**src/rtl/pmul_pkg.sv**
```systemverilog
package pmul_pkg;

    parameter int LANES   = 4;
    parameter int LANE_W  = 16;
    parameter int MCAND_W = 16;

    localparam int SPLIT_W = LANE_W / 2;
    localparam int OPND_W  = LANES * LANE_W;
    localparam int PART_W  = SPLIT_W + 1 + MCAND_W;
    localparam int PROD_W  = LANE_W + MCAND_W;

    typedef enum logic {
        HALF_LO = 1'b0,
        HALF_HI = 1'b1
    } half_e;

    typedef logic signed [PART_W-1:0] part_t;
    typedef logic signed [PROD_W-1:0] prod_t;

    typedef struct packed {
        logic                    valid;
        half_e                   half;
        logic [LANES-1:0][PART_W-1:0] hi_pp;
        logic [LANES-1:0][PART_W-1:0] lo_pp;
    } part_stage_t;

    typedef struct packed {
        logic                    valid;
        half_e                   half;
        logic [LANES-1:0][PROD_W-1:0] prod;
    } prod_stage_t;

    function automatic prod_t merge_partials(input logic [PART_W-1:0] hi,
                                             input logic [PART_W-1:0] lo);
        prod_t hi_ext;
        prod_t lo_ext;
        hi_ext = prod_t'($signed(hi));
        lo_ext = prod_t'($signed(lo));
        return (hi_ext <<< SPLIT_W) + lo_ext;
    endfunction

    function automatic logic [LANE_W-1:0] pick_half(input logic [PROD_W-1:0] p,
                                                    input half_e h);
        if (h == HALF_HI)
            return p[PROD_W-1 -: LANE_W];
        return p[LANE_W-1:0];
    endfunction

endpackage

```
**src/rtl/pmul_partials.sv**
```systemverilog
module pmul_partials
    import pmul_pkg::*;
(
    input  logic              clk,
    input  logic              rst,
    input  logic              in_valid,
    input  half_e             in_half,
    input  logic [OPND_W-1:0] a,
    input  logic [MCAND_W-1:0] b,
    output part_stage_t       s1
);

    logic [LANES-1:0][PART_W-1:0] hi_w;
    logic [LANES-1:0][PART_W-1:0] lo_w;
    part_t b_ext;

    assign b_ext = part_t'($signed(b));

    for (genvar l = 0; l < LANES; l++) begin : gen_lane
        logic [SPLIT_W-1:0] lo_byte;
        logic [SPLIT_W-1:0] hi_byte;
        part_t lo_op;
        part_t hi_op;
        part_t lo_pp;
        part_t hi_pp;

        assign lo_byte = a[l*LANE_W +: SPLIT_W];
        assign hi_byte = a[l*LANE_W + SPLIT_W +: SPLIT_W];
        // lower byte carries no sign, upper byte carries the lane sign
        assign lo_op   = part_t'({1'b0, lo_byte});
        assign hi_op   = part_t'($signed(hi_byte));
        assign lo_pp   = lo_op * b_ext;
        assign hi_pp   = hi_op * b_ext;
        assign lo_w[l] = lo_pp;
        assign hi_w[l] = hi_pp;
    end

    always_ff @(posedge clk) begin
        if (rst) begin
            s1 <= '0;
        end else begin
            s1.valid <= in_valid;
            if (in_valid) begin
                s1.half  <= in_half;
                s1.hi_pp <= hi_w;
                s1.lo_pp <= lo_w;
            end
        end
    end

    // zero multiplicand leaves both partials of every lane at zero
    assert_zero_mcand_R1: assert property (@(posedge clk) disable iff (rst)
        (in_valid && b == '0) |=> (s1.hi_pp == '0 && s1.lo_pp == '0));

endmodule

```
**src/rtl/pmul_combine.sv**
```systemverilog
module pmul_combine
    import pmul_pkg::*;
(
    input  logic        clk,
    input  logic        rst,
    input  part_stage_t s1,
    output prod_stage_t s2
);

    logic [LANES-1:0][PROD_W-1:0] prod_w;

    for (genvar l = 0; l < LANES; l++) begin : gen_lane
        assign prod_w[l] = merge_partials(s1.hi_pp[l], s1.lo_pp[l]);
    end

    always_ff @(posedge clk) begin
        if (rst) begin
            s2 <= '0;
        end else begin
            s2.valid <= s1.valid;
            if (s1.valid) begin
                s2.half <= s1.half;
                s2.prod <= prod_w;
            end
        end
    end

    // the half select moves one stage with its own operation
    assert_mode_travels_R8: assert property (@(posedge clk) disable iff (rst)
        s1.valid |=> (s2.valid && s2.half == $past(s1.half)));

endmodule

```
**src/rtl/pmul_select.sv**
```systemverilog
module pmul_select
    import pmul_pkg::*;
(
    input  logic              clk,
    input  logic              rst,
    input  prod_stage_t       s2,
    output logic              out_valid,
    output logic [OPND_W-1:0] out_result
);

    logic [OPND_W-1:0] result_w;

    for (genvar l = 0; l < LANES; l++) begin : gen_lane
        assign result_w[l*LANE_W +: LANE_W] = pick_half(s2.prod[l], s2.half);
    end

    always_ff @(posedge clk) begin
        if (rst) begin
            out_valid  <= 1'b0;
            out_result <= '0;
        end else begin
            out_valid <= s2.valid;
            if (s2.valid)
                out_result <= result_w;
        end
    end

    // nothing delivered means the result word does not move
    assert_idle_hold_R7: assert property (@(posedge clk) disable iff (rst)
        !out_valid |-> $stable(out_result));

    // every product leaving stage two becomes a delivered result
    assert_no_drop_R5: assert property (@(posedge clk) disable iff (rst)
        s2.valid |=> out_valid);

endmodule

```
**src/rtl/pmul_top.sv**
```systemverilog
module pmul_top
    import pmul_pkg::*;
(
    input  logic              clk,
    input  logic              rst,
    input  logic              in_valid,
    input  logic              in_half,
    input  logic [OPND_W-1:0] in_a,
    input  logic [MCAND_W-1:0] in_b,
    output logic              out_valid,
    output logic [OPND_W-1:0] out_result
);

    part_stage_t s1;
    prod_stage_t s2;

    pmul_partials u_partials (
        .clk      (clk),
        .rst      (rst),
        .in_valid (in_valid),
        .in_half  (half_e'(in_half)),
        .a        (in_a),
        .b        (in_b),
        .s1       (s1)
    );

    pmul_combine u_combine (
        .clk (clk),
        .rst (rst),
        .s1  (s1),
        .s2  (s2)
    );

    pmul_select u_select (
        .clk        (clk),
        .rst        (rst),
        .s2         (s2),
        .out_valid  (out_valid),
        .out_result (out_result)
    );

    // cycles since reset, saturating, so history checks never reach into reset
    logic [1:0] since_rst;
    always_ff @(posedge clk) begin
        if (rst)
            since_rst <= '0;
        else if (since_rst != 2'd3)
            since_rst <= since_rst + 2'd1;
    end

    // output valid mirrors input valid three edges earlier
    assert_latency_R4: assert property (@(posedge clk) disable iff (rst)
        (since_rst == 2'd3) |-> (out_valid == $past(in_valid, 3)));

    for (genvar l = 0; l < LANES; l++) begin : gen_sign_chk
        // high half of a nonzero product carries the XOR of operand signs
        assert_sign_R3: assert property (@(posedge clk) disable iff (rst)
            (since_rst == 2'd3 && out_valid && $past(in_half, 3)
             && $past(in_a[l*LANE_W +: LANE_W], 3) != '0
             && $past(in_b, 3) != '0)
            |-> (out_result[l*LANE_W + LANE_W - 1] ==
                 ($past(in_a[l*LANE_W + LANE_W - 1], 3) ^ $past(in_b[MCAND_W-1], 3))));
    end

endmodule

```
**config.mk**
```make
export PLATFORM = sky130hd
export DESIGN_NAME = pmul_top
export DESIGN_NICKNAME = d
export VERILOG_FILES = /design/src/rtl/pmul_pkg.sv /design/src/rtl/pmul_partials.sv /design/src/rtl/pmul_combine.sv /design/src/rtl/pmul_select.sv /design/src/rtl/pmul_top.sv
export SDC_FILE = /design/constraint.sdc
export NUM_CORES = 2
export LEC_CHECK = 0
export BUFFER_PORTS_ARGS = -buffer_cell sky130_fd_sc_hd__clkbuf_2
export CORE_ASPECT_RATIO = 0.9
export CORE_MARGIN = 10
export CORE_UTILIZATION = 56
export CTS_CLUSTER_DIAMETER = 150
export DETAILED_ROUTE_END_ITERATION = 16
export PLACE_DENSITY = 0.71
export REMOVE_ABC_BUFFERS = 1
export SETUP_SLACK_MARGIN = 0.05
export SLEW_MARGIN = 20
export SYNTH_ARGS = -nofsm -noshare
export SYNTH_HDL_FRONTEND = slang
export SYNTH_SLANG_ARGS = --single-unit
```
**constraint.sdc**
```tcl
create_clock -name clk -period 12.7 [get_ports clk]
set_clock_uncertainty 0.2 [all_clocks]
set_input_delay 2.54 -clock clk [delete_from_list [all_inputs] [get_ports clk]]
set_output_delay 2.54 -clock clk [all_outputs]
set_load 0.02 [all_outputs]
```
==> out/metrics.yaml <==
status:
  outcome: "finished, final reports clean"
yosys:
  yosysUniqueCellTypes: 79
  ys_seq_elements: 393
  syn_area_per_cell_um2: 8.65
  async_reset_ff_share_pct: 0
  netlist_area_um2: 55100
  yosysSeqAreaShare_pct: 14.3
  ys_warn_count: 0
  syn_inst: 6370
  synth-edff-count: 0
  synth-main-ff-cell: "dfxtp_1"
worst_setup_path:
  critPathRequiredTime_ns: 12.97
  startpoint_type: "input port"
  crit_path_max_fanout: 33
  end_kind: "flip-flop"
  r2r.worst_path.cells: 6
  arrival_ns: 8.46
  worstSetupPathType: "input port to flip-flop"
clock_network:
  h-tree-depth: 2
  cts_sinks: 393
  clock-root-buffer: "clkbuf_16"
  cts_tree: "yes"
  numCtsBuffers: 44
  cts_setup_buffers: 0
  clk_latency_ns: 0.58
  ctsResizeCount: 0
  clkTransAtPathRegs_ns: 0.07
  clk_path_buf_depth: 3
  hold_buffers: 0
timing:
  fin_setup_tns_ns: 0
  fin_crit_ns: 8.19
  tightest_slew_ns: 1.10
  setup_viol: 0
  hold_violations: 0
  grt_setup_unrepaired: "false"
  period_share_pct: 64.4
  relSlewSlack_pct: 26.8
  clock.fmax_mhz: 122
  slew_violations: 0
route:
  wl_mm: 141
  dr_wl_met3_mm: 9.43
  first_pass_iters: 5
  drc_errors: 0
  num_vias: 42600
  viasPerCell: 5.59
  post_drt_wl_per_cell_um: 18.5
  drt_iter0_drc: 2650
  detail-route-antenna-nets: 0
  met1_length_mm: 64.0
  wl_met2_mm: 63.5
  highest_layer: "met5"
run:
  cap_violations: 0
hold_path:
  hp-class: "flip-flop to flip-flop"
  hold_path_depth: 2
global_route:
  grt_usage_pct: 25.6
  grt_max_degree: 98
  grt_pass1_vias: 44000
  antenna_found_initial: 5
  grt.overflow.total: 0
  grt_pass1_wl_mm: 232
pwr:
  leakage_nw: 28.6
  power_frac_seq_pct: 15.4
  p_sw_share_pct: 47.9
  p_clk_share_pct: 12.2
  power_density_nw_per_um2: 188
  ir_drop_mv: 0.127
  combPwrFrac_pct: 72.4
  p_int_mw: 5.68
  switchingPower_mw: 5.23
floorplan:
  dieArea_um2: 111000
  fp.dieW_um: 351
  start_util_pct: 56.2
  ioPinCount: 149
  core.rowCount: 109
  core_area_um2: 97900
  die_y_um: 318
final_layout:
  n_antenna_cell: 0
  final_common_cell: "inv_1"
  area.growth.synth_to_final_pct: 5.50
  fin_area_um2: 58100
  nets: 7688
  fin_util_pct: 59.3
  most-common-layout-cells: "inv_1 (1171), fa_1 (824), and2_1 (626)"
  drive_gt1_share_pct: 4.78
placement:
  port_buffers: 148
  dp_hpwl_mm: 107
  postPlaceCellArea_um2: 56600
  place.gp.congestion: 0.874
## worst paths after layout
| kind | endpoint | slack, ns | from |
|---|---|---|---|
| worst max-delay path | u_partials.s1[23] | 4.51 | in_b[9] |
| worst max register to register | u_combine.s2[53] | 9.26 | u_partials.s1[201] |
| worst min register to register | u_combine.s2[126] | 0.25 | u_combine.s2[126] |
| worst min-delay path | u_combine.s2[126] | 0.25 | u_combine.s2[126] |
## through the flow
step / setup WS (ns) / power [mW] / instances / hold slack, ns
finish: 4.51 / 10.9 / 7612 / 0.250
global route: 4.16 / 12.1 / 7612 / 0.278
CTS: 4.59 / 10.9 / 7612 / 0.250
detailed placement: 3.98 / 9.53 / 7538 / 0.242
global placement: 4.05 / 9.34 / 7538 / 0.237
floorplan: 5.55 / 7.79 / 6072 / 0.225
## metal layers
metal	track usage, %	vias to the layer above
met5	0	-
met4	7.01	4
met3	3.88	220
met2	41.0	1241
met1	35.7	21200
li1	-	20000
## synthesized netlist by cell type (13+ instances only)
master | n | area (µm²)
and2_1 | 626 | 3920
clkbuf_1 | 259 | 972
nor4_1 | 13 | 81.3
o21bai_1 | 22 | 165
mux2i_1 | 233 | 2330
inv_1 | 1172 | 4400
a31oi_1 | 30 | 188
nand2b_1 | 35 | 219
nand3_1 | 66 | 330
dfxtp_1 | 393 | 7870
nor3_1 | 80 | 400
nand2_1 | 500 | 1880
nor2_1 | 470 | 1760
o21ai_0 | 151 | 756
o31a_1 | 19 | 166
a21o_1 | 70 | 526
nand3b_1 | 14 | 105
or3_1 | 26 | 163
o211ai_1 | 13 | 97.6
and3_1 | 30 | 188
o21a_1 | 37 | 278
ha_1 | 472 | 5910
xnor2_1 | 150 | 1310
a211oi_1 | 126 | 946
nor2b_1 | 29 | 181
xor2_1 | 51 | 447
a21oi_1 | 209 | 1050
fa_1 | 824 | 16500
buf_1 | 38 | 143
## flip-flops by register name (all words and copies together) (netlist names)
register and cells:
u_select.out_valid 1, u_select.out_result 64, u_partials.s1 198, u_combine.s2 130
## power by group through the flow
stage	Clock [mW]	Combinational, mW	Sequential (mW)
6_report	1.33	7.90	1.68
5_1_grt	1.39	9.01	1.71
4_1_cts	1.35	7.89	1.68
3_5_place_dp	0	7.82	1.70
3_3_place_gp	0	7.64	1.70
2_1_floorplan	0	6.15	1.64
## layout make-up
| type | instances | area (µm²) |
|---|---|---|
| timing repair buffer | 190 | 1080 |
| inverter | 1175 | 4410 |
| fill | 8675 | 39800 |
| sequential | 393 | 7880 |
| tap | 1276 | 1600 |
| clock inverter | 19 | 223 |
| clock buffer | 55 | 1230 |
| multi-input combinational | 4504 | 41700 |
## critical path, stage by stage
cell and delay, ns:
clkbuf_2 0.79, buf_4 0.53, nand2_1 0.12, fa_1 0.51, inv_1 0.06, fa_1 0.49, fa_1 0.55, inv_1 0.05
fa_1 0.47, inv_1 0.04, ha_1 0.36, and4_1 0.26, a221o_1 0.36, a22o_1 0.32, o31ai_4 0.26, o21ai_1 0.09
mux2_1 0.31, a311o_1 0.31
## kinds of logic (layout without fill, tap and decap cells)
family                     Yosys count  after routing  synth area share (%)
AOI/OAI and AO/OA                  830            830                  10.0
adders and majority gates         1296           1296                  40.7
xor gates and xnor gates           201            201                  3.20
muxes                              237            237                  4.32
DFF                                393            393                  14.3
and+or+nand+nor                   1940           1940                  17.4
buffers and inverters             1473           1439                  10.0
No activity file was read; power rests on OpenSTA's default activity.
